## src/rtl/pswallow_pkg.sv

```systemverilog
package pswallow_pkg;

  localparam int FN_W = 16;

  // Divide value of a power-of-two modulus given its log2
  function automatic logic [FN_W-1:0] modulus_of(input int unsigned lg);
    modulus_of = FN_W'(1) << lg;
  endfunction

  // Down-count start for the next prescaler cycle: P+1 states when a
  // swallow is still owed, otherwise P states
  function automatic logic [FN_W-1:0] presc_start(input logic [FN_W-1:0] p,
                                                   input logic owe_extra);
    presc_start = owe_extra ? p : (p - FN_W'(1));
  endfunction

  function automatic int unsigned max3(input int unsigned a, input int unsigned b,
                                       input int unsigned c);
    int unsigned m;
    m = (a > b) ? a : b;
    max3 = (m > c) ? m : c;
  endfunction

endpackage

```

## src/rtl/pswallow_presc.sv

```systemverilog
module pswallow_presc
  import pswallow_pkg::*;
#(
  parameter int PC_W = 8
) (
  input  logic            clk,
  input  logic            rst,
  input  logic            en,
  input  logic            load,
  input  logic [PC_W-1:0] p_run,
  input  logic [PC_W-1:0] p_new,
  input  logic            a_new_nz,
  input  logic            owe_next,
  output logic            tc,
  output logic [PC_W-1:0] cnt
);

  assign tc = (cnt == '0);

  always_ff @(posedge clk) begin
    if (rst) begin
      cnt <= '0;
    end else if (load) begin
      cnt <= PC_W'(presc_start(FN_W'(p_new), a_new_nz));
    end else if (en) begin
      if (tc) begin
        cnt <= PC_W'(presc_start(FN_W'(p_run), owe_next));
      end else begin
        cnt <= cnt - PC_W'(1);
      end
    end
  end

endmodule

```

## src/rtl/pswallow_swallow.sv

```systemverilog
module pswallow_swallow #(
  parameter int A_W = 7
) (
  input  logic           clk,
  input  logic           rst,
  input  logic           en,
  input  logic           load,
  input  logic           presc_tc,
  input  logic [A_W-1:0] a_new,
  output logic           owe_next,
  output logic           owe_now
);

  logic [A_W-1:0] left_q;
  logic [A_W-1:0] left_d;

  assign owe_now = (left_q != '0);

  // Value after the current prescaler cycle closes
  always_comb begin
    left_d = left_q;
    if (presc_tc && owe_now) begin
      left_d = left_q - A_W'(1);
    end
  end

  assign owe_next = (left_d != '0);

  always_ff @(posedge clk) begin
    if (rst) begin
      left_q <= '0;
    end else if (load) begin
      left_q <= a_new;
    end else if (en) begin
      left_q <= left_d;
    end
  end

endmodule

```

## src/rtl/pswallow_main.sv

```systemverilog
module pswallow_main #(
  parameter int N_W = 11
) (
  input  logic           clk,
  input  logic           rst,
  input  logic           en,
  input  logic           load,
  input  logic           presc_tc,
  input  logic [N_W-1:0] n_new,
  output logic           tc
);

  logic [N_W-1:0] rem_q;

  assign tc = (rem_q == '0);

  always_ff @(posedge clk) begin
    if (rst) begin
      rem_q <= '0;
    end else if (load) begin
      rem_q <= n_new - N_W'(1);
    end else if (en && presc_tc) begin
      rem_q <= rem_q - N_W'(1);
    end
  end

endmodule

```

## src/rtl/pswallow_div.sv

```systemverilog
module pswallow_div
  import pswallow_pkg::*;
#(
  parameter int N_W       = 11,
  parameter int A_W       = 7,
  parameter int SEL_LOG   = 6,
  parameter int DEF_LOG   = 7,
  parameter int FIXED_LOG = 0
) (
  input  logic           clk,
  input  logic           rst,
  input  logic           en,
  input  logic [N_W-1:0] n_val,
  input  logic [A_W-1:0] a_val,
  input  logic           mod_sel,
  output logic           fp,
  output logic           mod_ctl
);

  localparam int PC_W = max3(SEL_LOG, DEF_LOG, FIXED_LOG) + 1;

  logic [PC_W-1:0] p_new;
  logic [PC_W-1:0] p_cur;
  logic [PC_W-1:0] pc_cnt;
  logic            presc_tc;
  logic            main_tc;
  logic            owe_next;
  logic            owe_now;
  logic            load;
  logic            started_q;
  logic            fp_q;

  generate
    if (FIXED_LOG != 0) begin : g_fixed
      assign p_new = PC_W'(modulus_of(FIXED_LOG));
    end else begin : g_select
      assign p_new = mod_sel ? PC_W'(modulus_of(SEL_LOG))
                             : PC_W'(modulus_of(DEF_LOG));
    end
  endgenerate

  // Period boundary: last input cycle of the last prescaler cycle
  assign load = en && presc_tc && main_tc;

  always_ff @(posedge clk) begin
    if (rst) begin
      p_cur     <= '0;
      started_q <= 1'b0;
      fp_q      <= 1'b0;
    end else begin
      fp_q <= load && started_q;
      if (load) begin
        p_cur     <= p_new;
        started_q <= 1'b1;
      end
    end
  end

  pswallow_presc #(.PC_W(PC_W)) u_presc (
    .clk      (clk),
    .rst      (rst),
    .en       (en),
    .load     (load),
    .p_run    (p_cur),
    .p_new    (p_new),
    .a_new_nz (a_val != '0),
    .owe_next (owe_next),
    .tc       (presc_tc),
    .cnt      (pc_cnt)
  );

  pswallow_swallow #(.A_W(A_W)) u_swallow (
    .clk      (clk),
    .rst      (rst),
    .en       (en),
    .load     (load),
    .presc_tc (presc_tc),
    .a_new    (a_val),
    .owe_next (owe_next),
    .owe_now  (owe_now)
  );

  pswallow_main #(.N_W(N_W)) u_main (
    .clk      (clk),
    .rst      (rst),
    .en       (en),
    .load     (load),
    .presc_tc (presc_tc),
    .n_new    (n_val),
    .tc       (main_tc)
  );

  assign fp      = fp_q;
  assign mod_ctl = owe_now;

endmodule

```

## config.mk

```make
export PLATFORM = sky130hd
export DESIGN_NAME = pswallow_div
export DESIGN_NICKNAME = d
export VERILOG_FILES = /design/src/rtl/pswallow_pkg.sv /design/src/rtl/pswallow_presc.sv /design/src/rtl/pswallow_swallow.sv /design/src/rtl/pswallow_main.sv /design/src/rtl/pswallow_div.sv
export SDC_FILE = /design/constraint.sdc
export NUM_CORES = 1
export LEC_CHECK = 0
export BUFFER_PORTS_ARGS = -buffer_cell sky130_fd_sc_hd__buf_2
export CORE_MARGIN = 1
export CORE_UTILIZATION = 51
export CTS_CLUSTER_SIZE = 40
export DETAILED_ROUTE_END_ITERATION = 8
export GPL_TIMING_DRIVEN = 0
export HOLD_SLACK_MARGIN = 0.12
export PLACE_DENSITY = 0.71
export SLEW_MARGIN = 15
export SYNTH_ARGS = -nofsm -noshare
export SYNTH_HDL_FRONTEND = slang
export SYNTH_SLANG_ARGS = --single-unit
```

## constraint.sdc

```tcl
create_clock -name clk -period 3.2 [get_ports clk]
set_clock_uncertainty 0.2 [all_clocks]
set_input_delay 0.32 -clock clk [delete_from_list [all_inputs] [get_ports clk]]
set_output_delay 0.32 -clock clk [all_outputs]
set_load 0.01 [all_outputs]
```

* Word level (Yosys, flattened, before mapping)
Cells that the tools add are included.
** Operators by class
- Reductions and logical operators :: 11
- Multiplexer cells :: 11
- Add/subtract/negate cells :: 6
** Operators with widths (number)
- $mux W8 :: 6
- $sub A8 B1 Y8 const B :: 3
- $mux W11 :: 2
- $sub A11 B1 Y11 const B :: 2
- $mux W7 :: 3
- $reduce_bool A7 Y1 :: 3
- $logic_not A11 Y1 :: 1
- $logic_not A8 Y1 :: 1
- $sub A7 B1 Y7 const B :: 1
- $logic_and A1 B1 Y1 :: 4
- $reduce_bool A2 Y1 :: 2
** Storage, ports and cells
- Flip-flop bits (word level) :: 36

* Logic depth before layout (Yosys ltp)
- Depth in word-level cells :: 8
- Gate-level depth with buffers :: 13
- Mapped depth without buffers :: 12

* Modules after synthesis
A second synthesis with hierarchy kept.
** Second synthesis, totals
- Cells, all modules :: 311
- Area, all modules :: 2516.2 sq um
** By module, submodules not included
- pswallow_main :: times used 1, cells each 111, area each 918.4 sq um
- pswallow_presc :: times used 1, cells each 121, area each 917.1 sq um
- pswallow_swallow :: times used 1, cells each 59, area each 493.0 sq um
- pswallow_div :: times used 1, cells each 20, area each 187.7 sq um

* Worst setup path after synthesis
No wires, ideal clock.
- Path type :: input to register
- From :: in en
- To :: reg u_main.rem_q[8]
- Path buffers :: 2
- Stages on the path :: 12
- Data required time :: 2.894 ns
- Slack :: 0.251 ns
- Arrival :: 2.643 ns
- Setup time :: 0.106 ns
- Path through :: clkbuf_1 -> nor4bb_1 -> nand4bb_1 -> nor2_1 -> buf_2 -> a21oi_1 -> ha_1 -> nand3_1 -> a31o_2 -> nor2_1 -> a211o_1 -> o311ai_0
** On the way
- Longest elaborated chain between the ends :: 3
- Elaborated cells between the ends (all ways) :: 4
- Classes of those cells :: 1 x mux; 3 x reduce/logical
** RTL lines
- start, declared :: line pswallow_div.sv:12 : input logic en,
- $logic_and A1 B1 Y1 (*) :: line pswallow_main.sv:22, pswallow_div.sv:43
- $logic_and A1 B1 Y1 :: line pswallow_div.sv:43 : assign load = en && presc_tc && main_tc;
- $mux W11 or $reduce_bool A2 Y1 (tied branches)
- end signal, assigned :: line pswallow_main.sv:21 : rem_q <= n_new - N_W'(1);
- end signal, assigned :: line pswallow_main.sv:23 : rem_q <= rem_q - N_W'(1);
- end, declared :: line pswallow_main.sv:13 : logic [N_W-1:0] rem_q;
Every way passes the cells marked *; elsewhere a longest branch is shown, timed or not.
A chain may end at the register's enable or synchronous reset.

* Worst setup path in the final report
- From :: reg u_swallow.left_q[0]
- To :: reg u_presc.cnt[3]
** On the way
- Longest elaborated chain between the ends :: 8
- Elaborated cells between the ends (all ways) :: 9
- Classes of those cells :: 1 x add/sub; 5 x mux; 3 x reduce/logical
** RTL lines
- start, declared :: line pswallow_swallow.sv:14 : logic [A_W-1:0] left_q;
- start signal, assigned :: line pswallow_swallow.sv:33 : left_q <= a_new;
- start signal, assigned :: line pswallow_swallow.sv:35 : left_q <= left_d;
- branches (longest 2 deep; another with $sub A7 B1 Y7)
- $mux W7 (*) :: line pswallow_swallow.sv:22 : if (presc_tc && owe_now) begin
- $reduce_bool A7 Y1 (*) :: line pswallow_swallow.sv:27 : assign owe_next = (left_d != '0);
- $mux W8 (*) :: line pswallow_pkg.sv:14 : presc_start = owe_extra ? p : (p - FN_W'(1));
- $mux W8 (*) :: line pswallow_presc.sv:26 : if (tc) begin
- $mux W8 (*) :: line pswallow_presc.sv:25 : end else if (en) begin
- $mux W8 (*) :: line pswallow_presc.sv:23 : end else if (load) begin
- end signal, assigned :: line pswallow_presc.sv:24 : cnt <= PC_W'(presc_start(FN_W'(p_new), a_new_nz));
- end signal, assigned :: line pswallow_presc.sv:27 : cnt <= PC_W'(presc_start(FN_W'(p_run), owe_next));
- end signal, assigned :: line pswallow_presc.sv:29 : cnt <= cnt - PC_W'(1);
- end, declared :: line pswallow_presc.sv:15 : output logic [PC_W-1:0] cnt
Mark *: on every way between the ends. The select of a mux whose other input is x is not followed.

==> results_dict.tcl <==
set metrics [dict create \
    run_status "finished clean" \
    final_layout_size_suffix_gt1_frac 0.186 \
    post_synth_top_area_cell "sky130_fd_sc_hd__dfxtp_1" \
    hp-class "input pin to flop" \
    clk_latency_ns 0.29 \
    reg_to_reg_critical_path_endpoint "u_presc.cnt[3]" \
    routedWlPerCell_um 16.5 \
    leakagePower_nw 0.957 \
    post_synth_instance_area_um2 2180 \
    arrival_ns 2.98 \
    antenna_found_initial 0 \
    clk_root_buffer_cell "sky130_fd_sc_hd__clkbuf_8" \
    power_per_cell_area_nw_per_um2 1150 \
    hold_path_end "u_main.rem_q[9]" \
    clk_transition_reported_paths_ns 0.06 \
    max-vdd-ir-drop_v 0.000604 \
    yosysWarnings 0 \
    post_drt_via_cell_ratio 6.23 \
    synth_fp_nets 310 \
    synth.yosys.seq_area_share 0.275 \
    period_needed_ns 2.98 \
    overall_fraction_of_global_route_tracks_in_use 0.291 \
    die_width_um 67.4 \
    finalNetCount 343 \
    drc_errors 0 \
    timing_worst_slew_pin_value_ns 0.716 \
    pre_cts_ws_ns -0.657 \
    core-area_um2 4060 \
    area_growth_from_synthesis_to_layout_pct 15.7 \
    grt_first_pass_wirelength_mm 9.75 \
    totalWireLength_mm 6.05 \
    pin_count 24 \
    tritoncts "done" \
    worstRegToRegCells 8 \
    die_outline_area_um2 4540 \
    first_iter_violations 195 \
    place_congestion 0.930 \
    clock_path_buffers 2 \
    first_global_vias 2054 \
    synth_async_sr_flop_share 0 \
    register_to_register_setup_slack_ns 0.22 \
    clock.fmax_mhz 335 \
    route.antenna.remaining_nets 0 \
    synth_cells 283 \
    cp_data_required_time_ns 3.20 \
    cts_buffers 5 \
    via_total_after_detailed_routing 2285 \
    slew_headroom 0.516 \
    ys.flop_type "sky130_fd_sc_hd__dfxtp_1" \
    synth_enable_flop_cells 0 \
    end_kind "flop" \
    worst_hold_path.num_cells 3 \
    timing_hold_violations_final 0 \
    worstSetupStartpointType "flop" \
    portBuffers 22 \
    worst_r2r_startpoint "u_swallow.left_q[0]" \
    setup_viol 0 \
    insertedDiodeCount 0 \
    flops_latches_synth 30 \
    final_critical_path_setup_slack_ns 0.217 \
    die_h_um 67.4 \
    worst-path-max-fanout 6 \
    timing.hold.ws_ns 0.149 \
    syn-mean-instance-area_um2 7.71 \
    synth_cell_types 60 \
    min_period_over_period 0.932 \
    synth.area.top_cells "sky130_fd_sc_hd__dfxtp_1, sky130_fd_sc_hd__nor2_1, sky130_fd_sc_hd__a21oi_1" \
    grt_remaining_overflow 0 \
    unrepaired_setup_endpoints_after_global_routing "false" \
    cts.sinks 30 \
    grt_max_degree 11 \
    max-cap-violations 0 \
    setup.worst_path.class "flop to flop" \
    core.rowCount 23 \
    worst_hold_startpoint "n_val[9]" \
    post-synth-top-area-fraction 0.275 \
    maxSlewViolCount 0 \
    dr.pass1.iters 4 \
    cts_htree_levels 2 \
    half_perimeter_wire_length_after_detailed_placement_mm 4.34 \
    starting_density_of_the_core 0.538 \
]
-- kinds of logic after synthesis --
family,share of synthesized area
AO/OA/AOI/OAI,0.273
XOR/XNOR,0.0161
multiplexers,0.0355
buffers and inverters,0.0459
adder cells (fa/ha/maj),0.0287
flip-flops,0.275
AND/OR/NAND/NOR,0.326
-- per-stage QoR --
stage / instance area [um^2] / utilization / total power [mW] / TNS [ns] / std cells
after floorplan: 2180 / - / 2.06 / 0 / 283
after global placement: 2350 / 0.580 / 2.43 / -3.10 / 355
after detailed placement: 2350 / 0.580 / 2.46 / -3.13 / 355
after CTS: 2490 / 0.613 / 2.82 / 0 / 365
after global routing: 2520 / 0.622 / 3.14 / 0 / 367
final: 2520 / 0.622 / 2.89 / 0 / 367
-- report_power, final --
part | switching [mW] | total, mW | internal [mW]
registers | 0.181 | 0.684 | 0.503
clock network | 0.150 | 0.323 | 0.173
logic | 1.07 | 1.89 | 0.816
-- sequential cells by signal, indices dropped and copies added, names as in the netlist --
name              cells
p_cur                 2
u_presc.cnt           8
u_swallow.left_q      7
fp                    1
u_main.rem_q         11
started_q             1
-- worst max-delay path by stage --
stage	from	endpoint	slack, ns	cells after the start
after global routing	u_swallow.left_q[0]	u_presc.cnt[2]	0.01	8
final	u_swallow.left_q[0]	u_presc.cnt[3]	0.22	8
after global placement	en	u_main.rem_q[8]	-0.66	13
after detailed placement	en	u_main.rem_q[10]	-0.66	13
after CTS	u_presc.cnt[0]	u_main.rem_q[10]	0.06	13
after floorplan	en	u_main.rem_q[8]	0.25	12
-- metal layers --
metal	vias up	share of wire	track usage	routed length (um)
li1	1141	-	-	-
met1	1075	0.46	0.367	2780
met2	62	0.47	0.479	2870
met3	7	0.057	0.0608	343
met4	0	0.011	0.117	68
met5	-	0	0	0
-- area by class of cell --
cell class                      instances  area, um^2
Fill cell                             358        1530
Clock inverter                          1        5.00
Inverter                               12        45.0
Clock buffer                            7        86.3
Buffer                                 14        57.6
Sequential cell                        30         601
Timing Repair Buffer                   26         143
Tap cell                               50        62.6
Multi-Input combinational cell        227        1530
-- critical path: stages, from the launching register on --
cell and delay (ns):
sky130_fd_sc_hd__dfxtp_1 0.36, sky130_fd_sc_hd__inv_1 0.10, sky130_fd_sc_hd__ha_1 0.18, sky130_fd_sc_hd__or4b_4 0.48, sky130_fd_sc_hd__o311a_4 0.35, sky130_fd_sc_hd__mux2_4 0.32, sky130_fd_sc_hd__nor4_4 0.47, sky130_fd_sc_hd__o21ai_0 0.18
sky130_fd_sc_hd__a211oi_1 0.24
-- repair_timing --
action	CTS	global route
pin swaps	0	1
buffers inserted	1	2
endpoints found under the setup margin	6	6
hold buffers	1	0
hold endpoints to repair	1	0
gates resized for setup	4	6
-- cells in the mapped netlist (3+ instances only) --
cell / count
sky130_fd_sc_hd__and3_1: 5
sky130_fd_sc_hd__mux2i_1: 4
sky130_fd_sc_hd__inv_1: 12
sky130_fd_sc_hd__nand2_1: 24
sky130_fd_sc_hd__a21o_1: 3
sky130_fd_sc_hd__nor4_1: 5
sky130_fd_sc_hd__dfxtp_1: 30
sky130_fd_sc_hd__o311ai_0: 4
sky130_fd_sc_hd__o21ai_0: 15
sky130_fd_sc_hd__a21oi_1: 18
sky130_fd_sc_hd__nor3_1: 18
sky130_fd_sc_hd__ha_1: 5
sky130_fd_sc_hd__clkbuf_1: 12
sky130_fd_sc_hd__nor2_1: 32
sky130_fd_sc_hd__a211oi_1: 6
sky130_fd_sc_hd__nand4_1: 4
sky130_fd_sc_hd__nand3_1: 10
sky130_fd_sc_hd__a22oi_1: 3
sky130_fd_sc_hd__o21a_1: 3
sky130_fd_sc_hd__a31oi_1: 4
sky130_fd_sc_hd__xnor2_1: 3
sky130_fd_sc_hd__a31o_2: 4
sky130_fd_sc_hd__or3_1: 6
sky130_fd_sc_hd__and2_1: 3
sky130_fd_sc_hd__or4_1: 4
-- cells in the final DEF (no fill, tap or decap), types with 3 or more instances in the layout --
cell,Yosys,layout
sky130_fd_sc_hd__nor2_1,32,30
sky130_fd_sc_hd__dfxtp_1,30,30
sky130_fd_sc_hd__nand2_1,24,24
sky130_fd_sc_hd__buf_2,2,23
sky130_fd_sc_hd__nor3_1,18,18
sky130_fd_sc_hd__a21oi_1,18,17
sky130_fd_sc_hd__o21ai_0,15,15
sky130_fd_sc_hd__clkbuf_1,12,13
sky130_fd_sc_hd__inv_1,12,12
sky130_fd_sc_hd__nand3_1,10,10
sky130_fd_sc_hd__or3_1,6,6
sky130_fd_sc_hd__a211oi_1,6,6
sky130_fd_sc_hd__clkbuf_8,0,6
sky130_fd_sc_hd__and3_1,5,5
sky130_fd_sc_hd__nor4_1,5,4
sky130_fd_sc_hd__or4_1,4,4
sky130_fd_sc_hd__a31o_2,4,4
sky130_fd_sc_hd__nand4_1,4,4
sky130_fd_sc_hd__a31oi_1,4,4
sky130_fd_sc_hd__o311ai_0,4,4
sky130_fd_sc_hd__mux2i_1,4,4
sky130_fd_sc_hd__ha_1,5,4
sky130_fd_sc_hd__xnor2_1,3,3
sky130_fd_sc_hd__and2_1,3,3
sky130_fd_sc_hd__o21a_1,3,3
sky130_fd_sc_hd__a21o_1,3,3
sky130_fd_sc_hd__a22oi_1,3,3
sky130_fd_sc_hd__buf_4,0,3
No activity file was read; power rests on OpenSTA's default activity.
